### src/rtl/wdtk_pkg.sv
`timescale 1ns/1ps
package wdtk_pkg;
    localparam int OFS_CTRL  = 'h0;
    localparam int OFS_LIMIT = 'h4;
    localparam int OFS_KEY   = 'h8;
    localparam int OFS_COUNT = 'hC;

    localparam logic [7:0] KEY_FIRST  = 8'hAA;
    localparam logic [7:0] KEY_SECOND = 8'h55;

    localparam int LIMIT_FLOOR = 'hFF;

    typedef enum logic {
        KS_IDLE,
        KS_HALF
    } key_state_e;
endpackage

### src/rtl/wdtk_prescale.sv
`timescale 1ns/1ps
module wdtk_prescale #(
    parameter int DIV_W = 2
) (
    input  logic clk,
    input  logic rst_n,
    input  logic run,
    input  logic restart,
    output logic tick
);
    logic [DIV_W-1:0] phase_d, phase_q;

    assign tick = run && (phase_q == {DIV_W{1'b1}});

    always_comb begin
        phase_d = phase_q;
        if (restart) begin
            phase_d = '0;
        end else if (run) begin
            phase_d = phase_q + 1'b1;
        end
    end

    always_ff @(posedge clk or negedge rst_n) begin
        if (!rst_n) begin
            phase_q <= '0;
        end else begin
            phase_q <= phase_d;
        end
    end

    AST_TICK_SPACED: assert property (@(posedge clk) disable iff (!rst_n)
        tick |=> !tick);
endmodule

### src/rtl/wdtk_key_seq.sv
`timescale 1ns/1ps
module wdtk_key_seq
    import wdtk_pkg::*;
(
    input  logic       clk,
    input  logic       rst_n,
    input  logic       access,
    input  logic       key_wr,
    input  logic [7:0] key,
    output logic       feed_ok,
    output logic       feed_err
);
    key_state_e st_d, st_q;

    always_comb begin
        st_d     = st_q;
        feed_ok  = 1'b0;
        feed_err = 1'b0;
        if (access) begin
            if (st_q == KS_HALF) begin
                st_d = KS_IDLE;
                if (key_wr && key == KEY_SECOND) begin
                    feed_ok = 1'b1;
                end else begin
                    feed_err = 1'b1;
                end
            end else if (key_wr && key == KEY_FIRST) begin
                st_d = KS_HALF;
            end
        end
    end

    always_ff @(posedge clk or negedge rst_n) begin
        if (!rst_n) begin
            st_q <= KS_IDLE;
        end else begin
            st_q <= st_d;
        end
    end

    AST_HALF_RESOLVES: assert property (@(posedge clk) disable iff (!rst_n)
        (st_q == KS_HALF && access) |-> (feed_ok != feed_err));
endmodule

### src/rtl/wdtk_core.sv
`timescale 1ns/1ps
module wdtk_core
    import wdtk_pkg::*;
#(
    parameter int CNT_W      = 24,
    parameter int RST_CYCLES = 8
) (
    input  logic             clk,
    input  logic             rst_n,
    input  logic             ctrl_wr,
    input  logic [1:0]       ctrl_bits,
    input  logic             limit_wr,
    input  logic [CNT_W-1:0] limit_val,
    input  logic             feed_ok,
    input  logic             feed_err,
    input  logic             tick,
    output logic             enable,
    output logic             reset_en,
    output logic             armed,
    output logic [CNT_W-1:0] limit,
    output logic [CNT_W-1:0] count,
    output logic             expired,
    output logic             wd_reset
);
    localparam int PW = $clog2(RST_CYCLES + 1);
    localparam logic [CNT_W-1:0] FLOOR = CNT_W'(LIMIT_FLOOR);
    localparam logic [CNT_W-1:0] ONE   = CNT_W'(1);

    typedef struct packed {
        logic             en;
        logic             rst_en;
        logic             armed;
        logic [CNT_W-1:0] limit;
        logic [CNT_W-1:0] cnt;
        logic             expired;
        logic [PW-1:0]    pulse;
    } core_state_t;

    core_state_t d, q;

    always_comb begin
        d = q;
        if (q.pulse != '0) begin
            d.pulse = q.pulse - 1'b1;
        end
        if (ctrl_wr) begin
            d.en     = q.en | ctrl_bits[0];
            d.rst_en = q.rst_en | ctrl_bits[1];
        end
        if (limit_wr) begin
            d.limit = (limit_val < FLOOR) ? FLOOR : limit_val;
        end
        if (q.armed && tick && q.cnt != '0) begin
            d.cnt = q.cnt - 1'b1;
            if (q.cnt == ONE) begin
                d.expired = 1'b1;
                if (q.rst_en) begin
                    d.pulse = PW'(RST_CYCLES);
                end
            end
        end
        if (feed_ok) begin
            d.cnt = q.limit;
            if (q.en) begin
                d.armed = 1'b1;
            end
        end
        if (feed_err && q.armed && q.rst_en) begin
            d.pulse = PW'(RST_CYCLES);
        end
    end

    always_ff @(posedge clk or negedge rst_n) begin
        if (!rst_n) begin
            q <= '{en: 1'b0, rst_en: 1'b0, armed: 1'b0, limit: FLOOR,
                   cnt: '0, expired: 1'b0, pulse: '0};
        end else begin
            q <= d;
        end
    end

    assign enable   = q.en;
    assign reset_en = q.rst_en;
    assign armed    = q.armed;
    assign limit    = q.limit;
    assign count    = q.cnt;
    assign expired  = q.expired;
    assign wd_reset = (q.pulse != '0);

    AST_EN_STICKY: assert property (@(posedge clk) disable iff (!rst_n)
        q.en |=> q.en);
    AST_RSTEN_STICKY: assert property (@(posedge clk) disable iff (!rst_n)
        q.rst_en |=> q.rst_en);
    AST_LIMIT_FLOOR: assert property (@(posedge clk) disable iff (!rst_n)
        q.limit >= FLOOR);
    AST_ARM_NEEDS_FEED: assert property (@(posedge clk) disable iff (!rst_n)
        $rose(q.armed) |-> $past(feed_ok && q.en));
    AST_CNT_FROZEN: assert property (@(posedge clk) disable iff (!rst_n)
        (!q.armed && !feed_ok) |=> $stable(q.cnt));
    AST_CNT_STEP: assert property (@(posedge clk) disable iff (!rst_n)
        (q.armed && !feed_ok) |=> (q.cnt == $past(q.cnt) || q.cnt == $past(q.cnt) - ONE));
    AST_ARMED_STICKY: assert property (@(posedge clk) disable iff (!rst_n)
        q.armed |=> q.armed);
    AST_FLAG_STICKY: assert property (@(posedge clk) disable iff (!rst_n)
        q.expired |=> q.expired);
    AST_PULSE_NEEDS_RSTEN: assert property (@(posedge clk) disable iff (!rst_n)
        wd_reset |-> q.rst_en);
    AST_ERR_RESETS: assert property (@(posedge clk) disable iff (!rst_n)
        (feed_err && q.armed && q.rst_en) |=> wd_reset);
endmodule

### src/rtl/wdt_keyed_feed.sv
`timescale 1ns/1ps
module wdt_keyed_feed
    import wdtk_pkg::*;
#(
    parameter int ADDR_W     = 4,
    parameter int DATA_W     = 32,
    parameter int CNT_W      = 24,
    parameter int RST_CYCLES = 8
) (
    input  logic              clk,
    input  logic              rst_n,
    input  logic [ADDR_W-1:0] bus_addr,
    input  logic [DATA_W-1:0] bus_wdata,
    input  logic              bus_wr,
    input  logic              bus_rd,
    output logic [DATA_W-1:0] bus_rdata,
    output logic              wd_reset_o,
    output logic              expired_o
);
    logic             hit_ctrl, hit_limit, hit_key, hit_count;
    logic             feed_ok, feed_err, tick;
    logic             enable, reset_en, armed;
    logic [CNT_W-1:0] limit, count;
    logic             unused_wdata_hi;

    assign hit_ctrl  = (bus_addr == ADDR_W'(OFS_CTRL));
    assign hit_limit = (bus_addr == ADDR_W'(OFS_LIMIT));
    assign hit_key   = (bus_addr == ADDR_W'(OFS_KEY));
    assign hit_count = (bus_addr == ADDR_W'(OFS_COUNT));
    assign unused_wdata_hi = ^bus_wdata[DATA_W-1:CNT_W];

    wdtk_prescale #(.DIV_W(2)) u_presc (
        .clk     (clk),
        .rst_n   (rst_n),
        .run     (armed),
        .restart (feed_ok),
        .tick    (tick)
    );

    wdtk_key_seq u_keys (
        .clk      (clk),
        .rst_n    (rst_n),
        .access   (bus_wr | bus_rd),
        .key_wr   (bus_wr && hit_key),
        .key      (bus_wdata[7:0]),
        .feed_ok  (feed_ok),
        .feed_err (feed_err)
    );

    wdtk_core #(.CNT_W(CNT_W), .RST_CYCLES(RST_CYCLES)) u_core (
        .clk       (clk),
        .rst_n     (rst_n),
        .ctrl_wr   (bus_wr && hit_ctrl),
        .ctrl_bits (bus_wdata[1:0]),
        .limit_wr  (bus_wr && hit_limit),
        .limit_val (bus_wdata[CNT_W-1:0]),
        .feed_ok   (feed_ok),
        .feed_err  (feed_err),
        .tick      (tick),
        .enable    (enable),
        .reset_en  (reset_en),
        .armed     (armed),
        .limit     (limit),
        .count     (count),
        .expired   (expired_o),
        .wd_reset  (wd_reset_o)
    );

    always_comb begin
        bus_rdata = '0;
        if (bus_rd) begin
            if (hit_ctrl) begin
                bus_rdata = DATA_W'({reset_en, enable});
            end else if (hit_limit) begin
                bus_rdata = DATA_W'(limit);
            end else if (hit_count) begin
                bus_rdata = DATA_W'(count);
            end
        end
    end

    AST_ONE_ACCESS: assert property (@(posedge clk) disable iff (!rst_n)
        !(bus_wr && bus_rd));
endmodule

### config.mk
export PLATFORM = sky130hd
export DESIGN_NAME = wdt_keyed_feed
export DESIGN_NICKNAME = d
export VERILOG_FILES = /design/src/rtl/wdtk_pkg.sv /design/src/rtl/wdtk_prescale.sv /design/src/rtl/wdtk_key_seq.sv /design/src/rtl/wdtk_core.sv /design/src/rtl/wdt_keyed_feed.sv
export SDC_FILE = /design/constraint.sdc
export NUM_CORES = 1
export LEC_CHECK = 0
export BUFFER_PORTS_ARGS = -buffer_cell sky130_fd_sc_hd__buf_2
export CORE_MARGIN = 2
export CORE_UTILIZATION = 45
export CTS_CLUSTER_SIZE = 14
export DETAILED_ROUTE_END_ITERATION = 12
export GPL_TIMING_DRIVEN = 0
export PLACE_DENSITY_LB_ADDON = 0.3
export SLEW_MARGIN = 20
export SYNTH_ARGS = -nofsm -noshare
export SYNTH_HDL_FRONTEND = slang
export SYNTH_HIERARCHICAL = 1
export SYNTH_SLANG_ARGS = --single-unit
### constraint.sdc
create_clock -name clk -period 2.66 [get_ports clk]
set_clock_uncertainty 0.1 [all_clocks]
set_input_delay 0.532 -clock clk [delete_from_list [all_inputs] [get_ports clk]]
set_output_delay 0.532 -clock clk [all_outputs]
set_load 0.03 [all_outputs]
==> flow_summary.toml, run 1 <==
[power]
ir_worst_vdd_uv = 246
p_per_area_nw_per_um2 = 501
leakagePower_nw = 2.15

[critical_path]
r2r_end = "u_core/count[2]"
crit_start = "bus_addr[1]"
r2r_start = "u_core/count[16]"
cp.arrival_ns = 2.62
rrSetupSlack_ns = 0.31
worstRegToRegCells = 6
path_class = "input port to register"
slowest_stage = "or3b_1"
crit_path_frequent_cell = "buf_2"
cp-end-kind = "register"
cp-start-kind = "input port"
worstPathRequired_ns = 2.78
crit_family = "simple AND/OR/NAND/NOR gates"
crit_chain = "buf_2 -> or3b_1 -> nor3_1 -> nor4b_2 -> and4_4 -> buf_2 -> clkbuf_4 -> nand2_1 -> o311ai_0"
cp.buffers_inverters = 3
critical_path.max_fanout = 10
cpPeakStageDelay_ns = 0.42

[synth]
yosysTopAreaCellShare_pct = 31.8
synthArstFlopShare_pct = 100
synth_top_cells_by_count = "buf_4, dfrtp_1, nor2_1"
ys.flop_type = "dfrtp_1"
synth_top_cells_by_area = "dfrtp_1, buf_4, mux2i_1"
ys_types = 60
yosysWarnings = 6
synth_edf_count = 0
synth_most_common_cell = "buf_4"
synth_area_sq_um = 4010
syn_inst = 430
yosys.area.top_type = "dfrtp_1"
seq_area_frac_synth_pct = 37.0
ys_ff_latch = 59
avgSynthCellArea_sq_um = 9.33

[detailed_routing]
final_antenna_net_count = 0
num_vias = 3396
via_per_inst = 5.51
wl_per_cell_microns = 16.2
drt-pass1-iter-count = 4
wirelength_microns = 9990
drc = 0
drt_iter0_markers = 137

[floorplan]
coreArea_sq_um = 8680
die_w_microns = 98.4
start_util_pct = 46.3
rows = 34
die_area_sq_um = 9690
io_pins = 74
fp.dieH_microns = 98.4

[placement]
dpl.hpwl_microns = 7410
io_buffers = 55
pre_cts_ws_ns = -0.668
gp_congestion = 0.934
placed_cell_area_sq_um = 4450

[global_routing]
grt_pass1_wl_microns = 16300
grt-ovfl-total = 0
grt_pass1_vias = 3203
grt_max_degree = 60
antenna_found_initial = 0
grt_use_total_pct = 21.3

[cells_and_area]
area_delta_synth_final_pct = 16.6
nFillCells = 810
diodes = 0
fin_area_sq_um = 4680
nets = 548
post-route-util_pct = 53.9
drive_above_1_share_pct = 36.4

[sta]
worst_slew_pin_slew_ns = 0.748
relSlewSlack_pct = 50.1
setup_tns_ns = 0
fin_crit_ns = 2.50
fmax_mhz = 399
slew_viol_final = 0
min_period_over_period_pct = 94.2
setup_slack_ns = 0.155
finalHoldViolations = 0
setup_violations = 0
grt_setup_unrepaired = "false"

[cts]
insertion_delay_ns = 0.34
post_cts_buffers = 0
clk_pin_slew_ns = 0.07
hold_buffers = 0
cts_max_level = 3
cts.sink_count = 59
root_buffer = "clkbuf_8"
clockBufferDepth = 2
cts_tree = "built"
cts-buffers-inserted = 9

[worst_hold_path]
hold_path.class = "input port to asynchronous set/reset pin"

[job]
drv_cap = 0

[status]
status = "finished clean"
-- logic make-up (layout without fill, tap and decap cells) --
kind of cell / after synthesis / after routing / synth area share [%]
AOI/OAI and AO/OA: 59 / 59 / 11.1
xor gates and xnor gates: 4 / 4 / 0.873
adders and majority gates: 5 / 5 / 1.56
buffers and inverters: 88 / 159 / 14.8
DFF: 59 / 59 / 37.0
muxes: 43 / 43 / 11.3
other: 1 / 8 / 0.0934
and+or+nand+nor: 171 / 171 / 23.3
-- placed cells by master, fill, tap and decap left out, types with 4 or more instances in the layout --
| cell | synthesis | layout |
|---|---|---|
| a31oi_1 | 8 | 8 |
| and2_1 | 4 | 4 |
| and3_1 | 5 | 5 |
| buf_2 | 4 | 59 |
| buf_4 | 60 | 61 |
| clkbuf_2 | 2 | 8 |
| clkbuf_8 | 0 | 12 |
| conb_1 | 1 | 8 |
| dfrtp_1 | 51 | 51 |
| dfstp_2 | 8 | 8 |
| ha_1 | 5 | 5 |
| inv_1 | 9 | 9 |
| mux2_2 | 18 | 18 |
| mux2i_1 | 25 | 25 |
| nand2_1 | 28 | 28 |
| nand3_1 | 19 | 19 |
| nand4_1 | 9 | 9 |
| nor2_1 | 48 | 48 |
| nor2b_1 | 4 | 4 |
| nor3_1 | 7 | 7 |
| nor4_1 | 10 | 10 |
| o211ai_1 | 6 | 6 |
| o22a_1 | 8 | 8 |
| o311ai_0 | 4 | 4 |
| or3_1 | 7 | 7 |
| or4_1 | 8 | 8 |
-- per-stage QoR --
| stage | cells | power (mW) | hold slack, ns |
|---|---|---|---|
| floorplan | 437 | 1.39 | 0.136 |
| global placement | 600 | 1.49 | 0.382 |
| detailed placement | 600 | 1.50 | 0.381 |
| CTS | 616 | 2.37 | 0.181 |
| global route | 616 | 2.47 | 0.226 |
| finish | 616 | 2.34 | 0.157 |
-- how the worst max path moves through the flow --
stage,to,depth (start not counted),slack (ns)
after floorplan,u_core/count[14],8,0.08
after global placement,u_core/count[18],9,-0.70
after detailed placement,u_core/count[19],9,-0.67
after CTS,u_core/count[18],9,0.06
after global routing,u_core/count[18],9,0.03
final,u_core/count[18],9,0.16
-- layer usage --
layer  GRT usage, %  wire [microns]  vias up  share of wire, %
met4           6.32             173        0               1.7
met5              0               0        -                 0
li1               -               -     1653                 -
met3           4.33             508       12               5.1
met1           28.9            4560     1648                46
met2           34.7            4750       83                48
-- where the power goes --
part | leakage, nW | internal (mW) | switching, mW
Clock | 0.108 | 0.506 | 0.356
Combinational | 1.37 | 0.237 | 0.150
Sequential | 0.665 | 1.01 | 0.0822
Total | 2.15 | 1.76 | 0.588
-- registers in the layout (all words and copies together), names as in the netlist --
signal	cells
u_keys/st_q	1
u_core/armed	1
u_presc/phase_q	2
u_core/reset_en	1
u_core/limit	24
u_core/count	24
u_core/expired	1
u_core/q	4
u_core/enable	1
-- area by class of cell --
type | count | area, sq um | area share, %
clock buffer | 12 | 165 | 3.53
multi-input combinational | 290 | 1960 | 41.9
buffer | 79 | 573 | 12.2
tap | 108 | 135 | 2.89
sequential | 59 | 1490 | 31.8
inverter | 9 | 33.8 | 0.722
clock inverter | 4 | 47.5 | 1.02
timing repair buffer | 55 | 278 | 5.93
-- what timing repair did --
action / in CTS / in global routing
gates cloned: 0 / 0
setup endpoints to repair: 19 / 28
gates resized for setup: 5 / 12
Power figures use the tool's default switching activity.
==> run 2: changes to the inputs <==
--- a/config.mk
+++ b/config.mk
@@ -6,8 +6,10 @@
 export NUM_CORES = 1
 export LEC_CHECK = 0
 export BUFFER_PORTS_ARGS = -buffer_cell sky130_fd_sc_hd__buf_2
+export CELL_PAD_IN_SITES_DETAIL_PLACEMENT = 2
+export CELL_PAD_IN_SITES_GLOBAL_PLACEMENT = 2
 export CORE_MARGIN = 2
-export CORE_UTILIZATION = 45
+export CORE_UTILIZATION = 37
 export CTS_CLUSTER_SIZE = 14
 export DETAILED_ROUTE_END_ITERATION = 12
 export GPL_TIMING_DRIVEN = 0
==> constraint.sdc (replaced) <==
create_clock -name clk -period 3.07 [get_ports clk]
set_clock_uncertainty 0.1 [all_clocks]
set_input_delay 0.614 -clock clk [delete_from_list [all_inputs] [get_ports clk]]
set_output_delay 0.614 -clock clk [all_outputs]
set_load 0.03 [all_outputs]
==> run 2 against run 1 <==
Core utilization is 9.8 points lower. Register-to-register slack better by 0.35 ns. Sequential share of layout area is 0.26 points lower. Sequential power is 12% lower. Critical endpoint is now u_core/count[19]. Sequential cell count stayed put.
==> flow_summary.toml, run 2 (synthesis results as in run 1) <==
[status]
status = "finished clean"

[detailed_routing]
wirelength_microns = 13200
drt-pass1-iter-count = 4
drc = 0
final_antenna_net_count = 0
num_vias = 3603
wl_per_cell_microns = 20.3
drt_iter0_markers = 119
via_per_inst = 5.55

[global_routing]
grt_max_degree = 45
grt.busiest_layer = "met2"
grt_pass1_vias = 3933
use_met1_pct = 29.3
grt_use_met2_pct = 41.8
grt-ovfl-total = 0
grt_pass1_wl_microns = 21100
antenna_found_initial = 0
gr-usage-met3_pct = 3.01
grt_use_total_pct = 23.9

[cts]
hold_buffers = 0
insertion_delay_ns = 0.35
clockBufferDepth = 2
cts_max_level = 3
cts_tree = "built"
root_buffer = "clkbuf_8"
cts-buffers-inserted = 9
post_cts_buffers = 0
cts.sink_count = 59
clk_pin_slew_ns = 0.07

[sta]
fin_crit_ns = 2.86
fmax_mhz = 349
min_period_over_period_pct = 93.3
setup_violations = 0
relSlewSlack_pct = 51.3
grt_setup_unrepaired = "false"
finalHoldViolations = 0
worst_slew_pin_slew_ns = 0.730
slew_viol_final = 0

[floorplan]
coreArea_sq_um = 10700
die_area_sq_um = 11700
start_util_pct = 37.5
rows = 38
io_pins = 74
die_w_microns = 108
fp.dieH_microns = 108

[power]
power_mw = 2.01
ir_worst_vdd_uv = 199
leakagePower_nw = 2.14
p_per_area_nw_per_um2 = 425

[critical_path]
cp.arrival_ns = 3.05
path_class = "input port to register"
worstPathRequired_ns = 3.25
cp-end-kind = "register"
cp-start-kind = "input port"
critical_path.max_fanout = 10

[cells_and_area]
layout_common_cells = "buf_4, buf_2, dfrtp_1"
nets = 549
area_delta_synth_final_pct = 17.6
nFillCells = 1209
post-route-util_pct = 44.1
drive_above_1_share_pct = 35.6
final_common_cell = "buf_4"
diodes = 0

[placement]
dpl.hpwl_microns = 9660
gp_congestion = 0.873
io_buffers = 55

[job]
drv_cap = 0

[worst_hold_path]
hold_path.class = "input port to asynchronous set/reset pin"
[run 2: path summary, 6_finish.rpt]
check	start	to	slack [ns]	cells after the start
max	bus_addr[1]	u_core/count[19]	0.21	9
min reg2reg	u_core/expired	u_core/expired	0.39	1
max reg2reg	u_core/count[16]	u_core/count[2]	0.66	6
min in group clk	u_core/expired	u_core/expired	0.39	1
min	rst_n	u_core/count[4]	0.03	1
max in group asynchronous	rst_n	u_core/limit[2]	2.27	2
[run 2: worst max-delay path: stages]
cell and delay, ns:
buf_2 0.11, or3b_1 0.43, nor3_1 0.26, nor4b_2 0.30, and4_2 0.39, clkbuf_2 0.31
clkbuf_2 0.34, a22oi_1 0.17, nand3_1 0.13
[run 2: layout make-up]
| cell class | instances | area [sq um] | area share [%] |
|---|---|---|---|
| Tap cell | 140 | 175 | 3.71 |
| Clock buffer | 15 | 186 | 3.95 |
| Buffer | 79 | 567 | 12.0 |
| Multi-Input combinational cell | 290 | 1960 | 41.5 |
| Inverter | 9 | 33.8 | 0.716 |
| Sequential cell | 59 | 1490 | 31.5 |
| Timing Repair Buffer | 56 | 305 | 6.47 |
| Clock inverter | 1 | 5.00 | 0.106 |
[run 2: what timing repair did]
item,in CTS,in global routing
resized for setup,3,5
pin swaps,0,0
endpoints found under the setup margin,18,9
[run 2: metrics by stage]
step	setup slack, ns	TNS (ns)	area, sq um	hold slack (ns)	cells
final	0.205	0	4720	0.0337	649
after floorplan	0.412	0	4040	0.218	437
after global routing	0.0741	0	4720	0.0403	649
after CTS	0.0707	0	4720	0.0251	649
after detailed placement	-0.560	-9.57	4520	0.377	633
after global placement	-0.535	-9.43	4490	0.375	632
[run 2: metal layers]
metal / up-vias / part of all wire [%]
met1: 1849 / 43
met3: 27 / 3.3
met5: - / 0
met2: 71 / 51
li1: 1656 / -
met4: 0 / 2.9
[run 2: where the power goes]
group,internal [mW],switching (mW)
registers,0.877,0.0795
clock network,0.381,0.315
logic,0.209,0.145
total,1.47,0.539
==> run 3: changes to the inputs <==
==> constraint.sdc (replaced) <==
create_clock -name clk -period 3.7 [get_ports clk]
set_clock_uncertainty 0.1 [all_clocks]
set_input_delay 0.74 -clock clk [delete_from_list [all_inputs] [get_ports clk]]
set_output_delay 0.74 -clock clk [all_outputs]
set_load 0.03 [all_outputs]
==> run 3 against run 2 <==
Global-route usage hardly changed. Critical path type unchanged. Power fell by 17%. Highest routed layer unchanged. Final area is 0.16% lower. Combinational power decreased by 17%. Register-to-register slack better by 0.59 ns. Sequential share of layout area grew 0.050 points. Count of clock-buffer cells in the layout unchanged. Sequential cell count did not move. Worst hold slack improved by 0.12 ns. Critical path depth unchanged. Worst setup slack better by 0.027 ns. Die area unchanged.
==> flow_summary.toml, run 3 (synthesis results as in run 1) <==
[cts]
cts_max_level = 3
clk_pin_slew_ns = 0.07
hold_buffers = 0
root_buffer = "clkbuf_8"
post_cts_buffers = 0
insertion_delay_ns = 0.35
cts.sink_count = 59
cts_tree = "built"
cts_resized = 0
clockBufferDepth = 2
cts-buffers-inserted = 9

[cells_and_area]
final_common_cell = "buf_4"
fin_area_sq_um = 4710
drive_above_1_share_pct = 34.4
nets = 549
area_delta_synth_final_pct = 17.4
diodes = 0
layout_common_cells = "buf_4, buf_2, dfrtp_1"

[floorplan]
die_w_microns = 108
die_area_sq_um = 11700
rows = 38
fp.dieH_microns = 108
start_util_pct = 37.5
io_pins = 74
coreArea_sq_um = 10700

[global_routing]
grt-ovfl-total = 0
antenna_found_initial = 0
grt_pass1_vias = 3928
grt_use_total_pct = 23.9
grt_pass1_wl_microns = 21100
grt_max_degree = 45

[placement]
placed_cell_area_sq_um = 4520
dpl.hpwl_microns = 9660
gp_congestion = 0.873
pre_cts_ws_ns = -0.0560
io_buffers = 55

[status]
status = "finished clean"

[sta]
fin_crit_ns = 3.47
whs_ns = 0.156
relSlewSlack_pct = 52.2
setup_violations = 0
finalHoldViolations = 0
min_period_over_period_pct = 93.7
grt_setup_unrepaired = "false"
slew_viol_final = 0
setup_tns_ns = 0
setup_slack_ns = 0.232
worst_slew_pin_slew_ns = 0.717
fmax_mhz = 288

[power]
ir_worst_vdd_uv = 165
p_per_area_nw_per_um2 = 354
leakagePower_nw = 2.12

[critical_path]
slowest_stage = "clkbuf_1"
critical_path.max_fanout = 10
cp-end-kind = "register"
crit_path_frequent_cell = "clkbuf_1"
worstPathRequired_ns = 3.89
crit_chain = "buf_2 -> or3b_1 -> nor3_1 -> nor4b_2 -> and4_1 -> clkbuf_1 -> clkbuf_1 -> a22oi_1 -> nand3_1"
r2r_start = "u_keys/st_q"
cp-start-kind = "input port"
path_class = "input port to register"
cpPeakStageDelay_ns = 0.53
cp.arrival_ns = 3.65
crit_start = "bus_addr[1]"

[detailed_routing]
drt-pass1-iter-count = 4
drt_iter0_markers = 109
drc = 0
wirelength_microns = 13200
wl_per_cell_microns = 20.4
final_antenna_net_count = 0
via_per_inst = 5.58
num_vias = 3624

[worst_hold_path]
hold_path.class = "input port to asynchronous set/reset pin"

[job]
drv_cap = 0
-- run 3: worst paths after layout --
kind	to	slack, ns	cells past startpoint
worst min register to register	u_core/expired	0.40	1
max in group asynchronous	u_core/limit[2]	2.78	2
worst max register to register	u_core/count[19]	1.25	6
worst min-delay path	u_core/count[4]	0.16	1
worst max-delay path	u_core/count[19]	0.23	9
min in group clk	u_core/expired	0.40	1
-- run 3: metrics by stage --
step | util, % | instances | power, mW
3_5_place_dp | 42.3 | 633 | 1.10
3_3_place_gp | 42.0 | 632 | 1.08
5_1_grt | 44.0 | 649 | 1.74
4_1_cts | 44.0 | 649 | 1.69
2_1_floorplan | - | 437 | 0.999
6_report | 44.0 | 649 | 1.67
-- run 3: worst max-delay path, delay by kind of cell --
kind,cells,cell delay (ns)
compound gates,1,0.22
simple gates,5,1.57
buf+inv,3,1.12
-- run 3: cell type report --
cell class | count | area [sq um]
Inverter | 9 | 33.8
Sequential cell | 59 | 1490
Fill cell | 1207 | 5990
Clock inverter | 1 | 5.00
Buffer | 79 | 561
Tap cell | 140 | 175
Clock buffer | 15 | 186
Multi-Input combinational cell | 290 | 1960
Timing Repair Buffer | 56 | 305
-- run 3: routing by layer --
layer,vias to the layer above,wire length (microns),global-route usage [%]
met1,1860,5550,29.3
met4,0,357,10.4
met2,81,6750,41.9
li1,1656,-,-
met5,-,0,0
met3,27,554,2.95
-- run 3: report_power, final --
part | internal [mW] | total (mW) | switching, mW
registers | 0.728 | 0.793 | 0.0655
logic | 0.174 | 0.294 | 0.120
clock network | 0.316 | 0.580 | 0.264
total | 1.22 | 1.67 | 0.450
